--- src/rtl/spr_pkg.sv ---
package spr_pkg;

  typedef enum logic [1:0] {
    ST_IDLE  = 2'd0,
    ST_HAVE1 = 2'd1,
    ST_HAVE2 = 2'd2
  } spr_state_e;

  // inclusive range test on a measured phase length
  function automatic logic in_window(input logic [31:0] len,
                                     input int unsigned lo,
                                     input int unsigned hi);
    return (len >= lo) && (len <= hi);
  endfunction

endpackage

--- src/rtl/spr_sync.sv ---
module spr_sync #(
  parameter int unsigned     WIDTH   = 2,
  parameter int unsigned     STAGES  = 2,
  parameter logic [WIDTH-1:0] RST_VAL = '0
) (
  input  logic             clk,
  input  logic             rst_n,
  input  logic [WIDTH-1:0] d,
  output logic [WIDTH-1:0] q
);

  generate
    for (genvar b = 0; b < WIDTH; b++) begin : g_bit
      logic [STAGES-1:0] chain;
      always_ff @(posedge clk or negedge rst_n) begin
        if (!rst_n) chain <= {STAGES{RST_VAL[b]}};
        else        chain <= {chain[STAGES-2:0], d[b]};
      end
      assign q[b] = chain[STAGES-1];
    end
  endgenerate

endmodule

--- src/rtl/spr_phase_timer.sv ---
module spr_phase_timer #(
  parameter int unsigned SAT = 1251,
  localparam int unsigned CW = $clog2(SAT + 1)
) (
  input  logic          clk,
  input  logic          rst_n,
  input  logic          lvl,
  output logic          rise,
  output logic          fall,
  output logic [CW-1:0] width
);

  logic          lvl_d;
  logic [CW-1:0] cnt;

  always_ff @(posedge clk or negedge rst_n) begin
    if (!rst_n) begin
      lvl_d <= 1'b0;
      cnt   <= '0;
    end else begin
      lvl_d <= lvl;
      if (lvl != lvl_d)        cnt <= CW'(1);
      else if (cnt != CW'(SAT)) cnt <= cnt + CW'(1);
    end
  end

  assign rise  = lvl & ~lvl_d;
  assign fall  = ~lvl & lvl_d;
  assign width = cnt;

  // the count never exceeds the saturation value
  assert_cnt_bounded_R7: assert property (@(posedge clk) disable iff (!rst_n)
    width <= CW'(SAT));

  // once saturated, a steady level keeps the count pinned
  assert_sat_hold_R7: assert property (@(posedge clk) disable iff (!rst_n)
    (width == CW'(SAT) && !rise && !fall) |=> (width == CW'(SAT)));

endmodule

--- src/rtl/spr_seq_fsm.sv ---
module spr_seq_fsm
  import spr_pkg::*;
#(
  parameter int unsigned CW      = 11,
  parameter int unsigned P1_LO   = 300,
  parameter int unsigned P1_HI   = 500,
  parameter int unsigned P2_LO   = 550,
  parameter int unsigned P2_HI   = 750,
  parameter int unsigned P3_LO   = 1050,
  parameter int unsigned P3_HI   = 1250,
  parameter int unsigned GAP_MIN = 5
) (
  input  logic          clk,
  input  logic          rst_n,
  input  logic          cs_act,
  input  logic          rise,
  input  logic          fall,
  input  logic [CW-1:0] width,
  output logic          req,
  output spr_state_e    state
);

  spr_state_e  nxt;
  logic        nreq;
  logic [31:0] w32;
  logic        ok1, ok2, ok3;

  assign w32 = 32'(width);
  assign ok1 = in_window(w32, P1_LO, P1_HI);
  assign ok2 = in_window(w32, P2_LO, P2_HI);
  assign ok3 = in_window(w32, P3_LO, P3_HI);

  always_comb begin
    nxt  = state;
    nreq = 1'b0;
    if (!cs_act) begin
      nxt = ST_IDLE;
    end else if (rise && state != ST_IDLE && w32 < GAP_MIN) begin
      nxt = ST_IDLE;
    end else if (fall) begin
      case (state)
        ST_IDLE:  nxt = ok1 ? ST_HAVE1 : ST_IDLE;
        ST_HAVE1: nxt = ok2 ? ST_HAVE2 : (ok1 ? ST_HAVE1 : ST_IDLE);
        ST_HAVE2: begin
          if (ok3) begin
            nreq = 1'b1;
            nxt  = ST_IDLE;
          end else begin
            nxt = ok1 ? ST_HAVE1 : ST_IDLE;
          end
        end
        default:  nxt = ST_IDLE;
      endcase
    end
  end

  always_ff @(posedge clk or negedge rst_n) begin
    if (!rst_n) begin
      state <= ST_IDLE;
      req   <= 1'b0;
    end else begin
      state <= nxt;
      req   <= nreq;
    end
  end

  // the request never lasts two cycles
  assert_req_single_R8: assert property (@(posedge clk) disable iff (!rst_n)
    req |=> !req);

  // a request only follows a falling edge seen with two pulses accepted
  assert_req_source_R8: assert property (@(posedge clk) disable iff (!rst_n)
    req |-> ($past(state) == ST_HAVE2 && $past(fall)));

  // chip select deasserted forces idle and no request
  assert_cs_idle_R9: assert property (@(posedge clk) disable iff (!rst_n)
    !cs_act |=> (state == ST_IDLE && !req));

  // a short gap after an accepted pulse drops to idle
  assert_short_gap_R5: assert property (@(posedge clk) disable iff (!rst_n)
    (cs_act && rise && state != ST_IDLE && w32 < GAP_MIN) |=> (state == ST_IDLE));

  // only the three legal encodings appear
  assert_state_legal_R10: assert property (@(posedge clk) disable iff (!rst_n)
    state != 2'd3);

endmodule

--- src/rtl/sclk_pattern_reset_det.sv ---
module sclk_pattern_reset_det
  import spr_pkg::*;
#(
  parameter int unsigned SYNC_STAGES = 2,
  parameter int unsigned P1_LO       = 300,
  parameter int unsigned P1_HI       = 500,
  parameter int unsigned P2_LO       = 550,
  parameter int unsigned P2_HI       = 750,
  parameter int unsigned P3_LO       = 1050,
  parameter int unsigned P3_HI       = 1250,
  parameter int unsigned GAP_MIN     = 5
) (
  input  logic       clk,
  input  logic       rst_n,
  input  logic       cs_n,
  input  logic       sclk,
  output logic       reset_req,
  output logic [1:0] dbg_state
);

  localparam int unsigned CNT_SAT = P3_HI + 1;
  localparam int unsigned CW      = $clog2(CNT_SAT + 1);

  logic [1:0]    synced;
  logic          rise, fall;
  logic [CW-1:0] width;
  spr_state_e    state;

  spr_sync #(
    .WIDTH   (2),
    .STAGES  (SYNC_STAGES),
    .RST_VAL (2'b10)
  ) u_sync (
    .clk   (clk),
    .rst_n (rst_n),
    .d     ({cs_n, sclk}),
    .q     (synced)
  );

  spr_phase_timer #(
    .SAT (CNT_SAT)
  ) u_timer (
    .clk   (clk),
    .rst_n (rst_n),
    .lvl   (synced[0]),
    .rise  (rise),
    .fall  (fall),
    .width (width)
  );

  spr_seq_fsm #(
    .CW      (CW),
    .P1_LO   (P1_LO),
    .P1_HI   (P1_HI),
    .P2_LO   (P2_LO),
    .P2_HI   (P2_HI),
    .P3_LO   (P3_LO),
    .P3_HI   (P3_HI),
    .GAP_MIN (GAP_MIN)
  ) u_fsm (
    .clk    (clk),
    .rst_n  (rst_n),
    .cs_act (~synced[1]),
    .rise   (rise),
    .fall   (fall),
    .width  (width),
    .req    (reset_req),
    .state  (state)
  );

  assign dbg_state = state;

endmodule

--- config.mk ---
export PLATFORM = sky130hd
export DESIGN_NAME = sclk_pattern_reset_det
export DESIGN_NICKNAME = d
export VERILOG_FILES = /design/src/rtl/spr_pkg.sv /design/src/rtl/spr_sync.sv /design/src/rtl/spr_phase_timer.sv /design/src/rtl/spr_seq_fsm.sv /design/src/rtl/sclk_pattern_reset_det.sv
export SDC_FILE = /design/constraint.sdc
export NUM_CORES = 1
export LEC_CHECK = 0
export BUFFER_PORTS_ARGS = -buffer_cell sky130_fd_sc_hd__clkbuf_2
export CAP_MARGIN = 40
export CORE_MARGIN = 3
export CORE_UTILIZATION = 52
export CTS_CLUSTER_SIZE = 14
export DETAILED_ROUTE_END_ITERATION = 16
export PLACE_DENSITY = 0.73
export SLEW_MARGIN = 10
export SYNTH_ARGS = -nofsm -noshare
export SYNTH_HDL_FRONTEND = slang
export SYNTH_HIERARCHICAL = 1
export SYNTH_SLANG_ARGS = --single-unit
--- constraint.sdc ---
create_clock -name clk -period 2 [get_ports clk]
set_input_delay 0.1 -clock clk [delete_from_list [all_inputs] [get_ports clk]]
set_output_delay 0.1 -clock clk [all_outputs]
set_load 0.03 [all_outputs]
# Word level (Yosys, flattened, before mapping)
# Index checks and enable logic that the tools add are counted.
# Widths: inputs -> output; s select.
[totals]
reg_bits = 19
input_bits = 4
out_inout_bits = 3
word_cells = 45
[op_classes]
add_sub_neg = 1
n_lt_le_gt_ge = 7
eq_ne = 4
n_mux = 14
bitwise_logic = 4
reduce_logical = 9
[ops]
columns = ["operator", "n"]
rows = [
  ["$mux 11", 2],
  ["$add 11x1->11 const B", 1],
  ["$ge 11x10->1 const B", 1],
  ["$ge 11x11->1 const B", 1],
  ["$ge 11x9->1 const B", 1],
  ["$le 11x10->1 const B", 1],
  ["$le 11x11->1 const B", 1],
  ["$le 11x9->1 const B", 1],
  ["$lt 11x3->1 const B", 1],
  ["$ne 11x11->1 const B", 1],
  ["$mux 2", 5],
  ["$mux 1", 6],
  ["$pmux 2 s3", 1],
  ["$logic_and 1x1->1", 5],
  ["$reduce_bool 2->1", 2],
  ["$reduce_bool 3->1", 1],
  ["$and 1x1->1", 2],
  ["$eq 2x1->1 const B", 1],
  ["$eq 2x2->1 const B", 1],
  ["$logic_not 2->1", 1],
  ["$not 1->1", 2],
  ["$ne 1x1->1", 1],
]

# Depth between registers and ports, before layout
[depth]
ltp_word = 8
depth_mapped = 7
depth_no_buf = 6

# By module
# The synthesis kept the hierarchy.
[modules_own_cells]
columns = ["mod", "n_inst", "cells_each", "area_each_um2", "seq_area_each_um2"]
rows = [
  ["spr_phase_timer", 1, 63, 644.4, 300.3],
  ["spr_seq_fsm", 1, 42, 337.8, 75.1],
  ["spr_sync", 1, 6, 117.6, 102.6],
  ["sclk_pattern_reset_det", 1, 1, 3.8, 0.0],
]

# Least setup slack after synthesis
# Ideal clock, no wire load.
[synth_timing]
kind = "reg-to-reg"
start = "register u_timer.cnt[1], in the netlist u_timer/width[1]"
end = "register u_timer.cnt[0], in the netlist u_timer/width[0]"
setup_ns = 0.125
arrival_time_ns = 1.754
t_required_ns = 1.875
setup_slack_ns = 0.121
path_stages_with_launch = 5
cell_sequence = "dfrtp_1 > ha_1 > or4b_4 > nor4_4 > mux2_4"
[synth_via]
elab_chain_cells = 2
[synth_rtl]
columns = ["item", "line", "source"]
rows = [
  ["start, declared", "spr_phase_timer.sv:14", "logic [CW-1:0] cnt;"],
  ["start signal, assigned", "spr_phase_timer.sv:23", "else if (cnt != CW'(SAT)) cnt <= cnt + CW'(1);"],
  ["$ne 11x11->1", "spr_phase_timer.sv:23", ""],
  ["$reduce_bool 2->1 (no source line)", "-", ""],
]
# No other way between the ends.
# A chain may end at the register's enable or synchronous reset.

# Final worst setup path
[layout_timing]
start = "register u_timer.cnt[0], in the netlist u_timer/width[0]"
end = "register u_timer.cnt[0], in the netlist u_timer/width[0]"
[layout_via]
elab_chain_cells = 3
elab_cells_between_ends = 5
[layout_rtl]
columns = ["item", "line", "source"]
rows = [
  ["$add 11x1->11", "spr_phase_timer.sv:23", ""],
  ["$mux 11", "spr_phase_timer.sv:23", ""],
  ["$mux 11", "spr_phase_timer.sv:22", "if (lvl != lvl_d) cnt <= CW'(1);"],
]
# Several ways; a longest one is shown, not always the timed one. The select of a mux whose other input is x is not followed.

==> reports/metrics.yaml <==
drt:
  drtPass1Iterations: 4
  drt_iter0_markers: 42
  wl_mm: 2.31
  drt_drc_violations_left: 0
  vias: 950
  ant_nets: 0
  wl_per_cell_um: 14.8
  viasPerCell: 6.09
synth:
  synth_nets: 120
  syn_inst: 112
  ys.warnings.count: 6
  yosys_register_bits: 19
  ys.flop_type: "dfrtp_1"
  ys_seq_area_share_pct: 43.3
  syn_avg_cell_area_um2: 9.85
  netlist_area_um2: 1100
  synth-async-reset-ratio_pct: 100
  yosys.cell_types.count: 38
  synth-edff-count: 0
sta:
  period_share_pct: 91.7
  rsz0062_at_grt: "false"
  worstMarginPinSlew_ns: 0.479
  max_freq_ghz: 0.545
  min_period_ns: 1.83
  slew_headroom_pct: 68.1
  drv_slew: 0
  finalSetupTns_ns: 0
  hold_viol: 0
  setup_violations: 0
  clock_skew_ns: 0.00476
finish:
  fin_area_um2: 1250
  n_antenna_cell: 0
  drive_gt1_share_pct: 17.1
  synthToLayoutAreaGrowth_pct: 13.6
  num-nets-final: 138
worst_setup_path:
  cp-start-kind: "register"
  reg2reg_to: "u_timer/width[0]"
  arrival_ns: 2.01
  path_class: "reg2reg"
  reg2reg_depth: 4
  crit_path_start: "u_timer/width[0]"
  rrSetupSlack_ns: 0.17
  worstReg2RegStart: "u_timer/width[0]"
  crit_fanout: 4
  cp.required_ns: 2.18
  critPathCaptureType: "register"
clock_network:
  cts_buffers: 3
  path_clk_slew_ns: 0.11
  cts_root_buffer: "clkbuf_4"
  clockBufferDepth: 2
  post-cts-setup-buffers: 0
  clock_latency_ns: 0.29
  cts-resized-gates: 0
  numClockSinks: 19
  cts_tree: "yes"
  htree_num_levels: 1
job:
  cap_violations: 0
global_route:
  grt_max_degree: 20
  grt_pass1_wl_mm: 4.28
  grt_pass1_vias: 963
  track_usage_pct: 20.8
  antenna_found_initial: 0
  grt-ovfl-total: 0
floorplanning:
  start_util_pct: 55.7
  core_area_um2: 1980
  num_rows: 16
  io_pins: 7
  die_width_um: 52.1
  die_area_um2: 2710
  die_y_um: 52.1
placement:
  io_buffers: 6
  placed_cell_area_um2: 1200
  hpwl_mm: 1.63
  place.gp.congestion: 0.872
power_and_ir_drop:
  p_sw_mw: 0.221
  p_leak_nw: 0.504
  sw_frac_of_total_pct: 28.7
  powerDensity_nw_per_um2: 616
  peakVddDrop_mv: 0.510
  cellInternalPower_mw: 0.551
  pwr-share-seq_pct: 53.6
  p_clk_share_pct: 24.4
  p_comb_share_pct: 21.9
min_path:
  hp-class: "in2async"
run_status:
  run_status: "finished clean"
==> cell type report <==
class	instances	area [um2]
Fill cell	161	728
Multi-Input combinational cell	84	584
Sequential cell	19	478
Timing Repair Buffer	15	105
Tap cell	27	33.8
Clock buffer	4	26.3
Inverter	7	26.3
==> placed cells by master, fill, tap and decap left out, drive strengths merged, types with 3 or more instances in the layout <==
master / n
or4: 4
nand3: 5
o211ai: 3
ha: 4
clkbuf: 10
a21oi: 7
o31ai: 3
dlygate4sd3: 3
nor2: 7
nor4: 3
or3: 3
dfrtp: 17
o21ai: 7
nand2: 9
buf: 6
inv: 7
==> per-stage QoR <==
stage               power (mW)  worst slack (ns)  hold WS (ns)  cells  util, %
detailed placement       0.584             0.176        0.0763    149     60.4
global placement         0.576             0.226        0.0661    149     60.4
global route             0.826            0.0872         0.301    156     63.3
CTS                      0.781             0.161         0.295    156     63.3
floorplan                0.524             0.121        -0.196    112        -
finish                   0.772             0.167         0.288    156     63.3
==> worst max path at each step <==
stage	to	slack, ns
after floorplan	u_timer/width[0]	0.12
after global placement	u_timer/width[0]	0.23
after detailed placement	u_timer/width[0]	0.18
after CTS	u_timer/width[0]	0.16
after global routing	u_timer/width[0]	0.09
final	u_timer/width[0]	0.17
==> routing by layer <==
metal	global-route usage, %	share of wire [%]
met2	32.6	49
met1	28.6	47
met5	0	0
met4	7.86	0.56
met3	3.44	3.6
==> repair_timing <==
item,in CTS,in global routing
setup endpoints to repair,0,0
hold buffers,3,0
hold endpoints to repair,19,0
==> power groups by stage <==
stage	sequential (mW)	clock, mW	combinational (mW)
after floorplan	0.442	0	0.0818
after global placement	0.420	0	0.156
after detailed placement	0.422	0	0.162
after CTS	0.414	0.199	0.167
after global routing	0.416	0.219	0.191
final	0.414	0.189	0.169
==> cells by family (layout without fill, tap and decap cells) <==
group,Yosys count,after routing,synth area share (%)
multiplexers,2,2,2.27
AND/OR/NAND/NOR,45,45,25.3
flip-flops,19,19,43.3
adder cells (fa/ha/maj),4,4,4.54
AO/OA/AOI/OAI,31,31,19.3
XOR/XNOR,2,2,1.59
buffers and inverters,9,26,3.74
==> registers in the layout (all words and copies together) (netlist names) <==
signal              cells
u_timer/width          11
u_sync/g_bit.chain      4
u_fsm/req               1
u_fsm/state             2
u_timer/lvl_d           1
==> critical path: stages, from the launching register on <==
cell     delay (ns)
dfrtp_1        0.37
ha_1           0.21
or4b_4         0.49
nor4_4         0.33
mux2_4         0.33
==> cell usage after synthesis, types with 3 or more instances <==
cell type | number | area share [%]
nand2_1 | 9 | 3.1
nor2_1 | 7 | 2.4
a21oi_1 | 7 | 3.2
nand3_1 | 5 | 2.3
inv_1 | 7 | 2.4
o21ai_0 | 6 | 2.7
or3_1 | 3 | 1.7
or4_1 | 4 | 2.7
dfrtp_1 | 17 | 39
o31ai_1 | 3 | 2.0
ha_1 | 4 | 4.5
(Power assumes the default switching activity.)
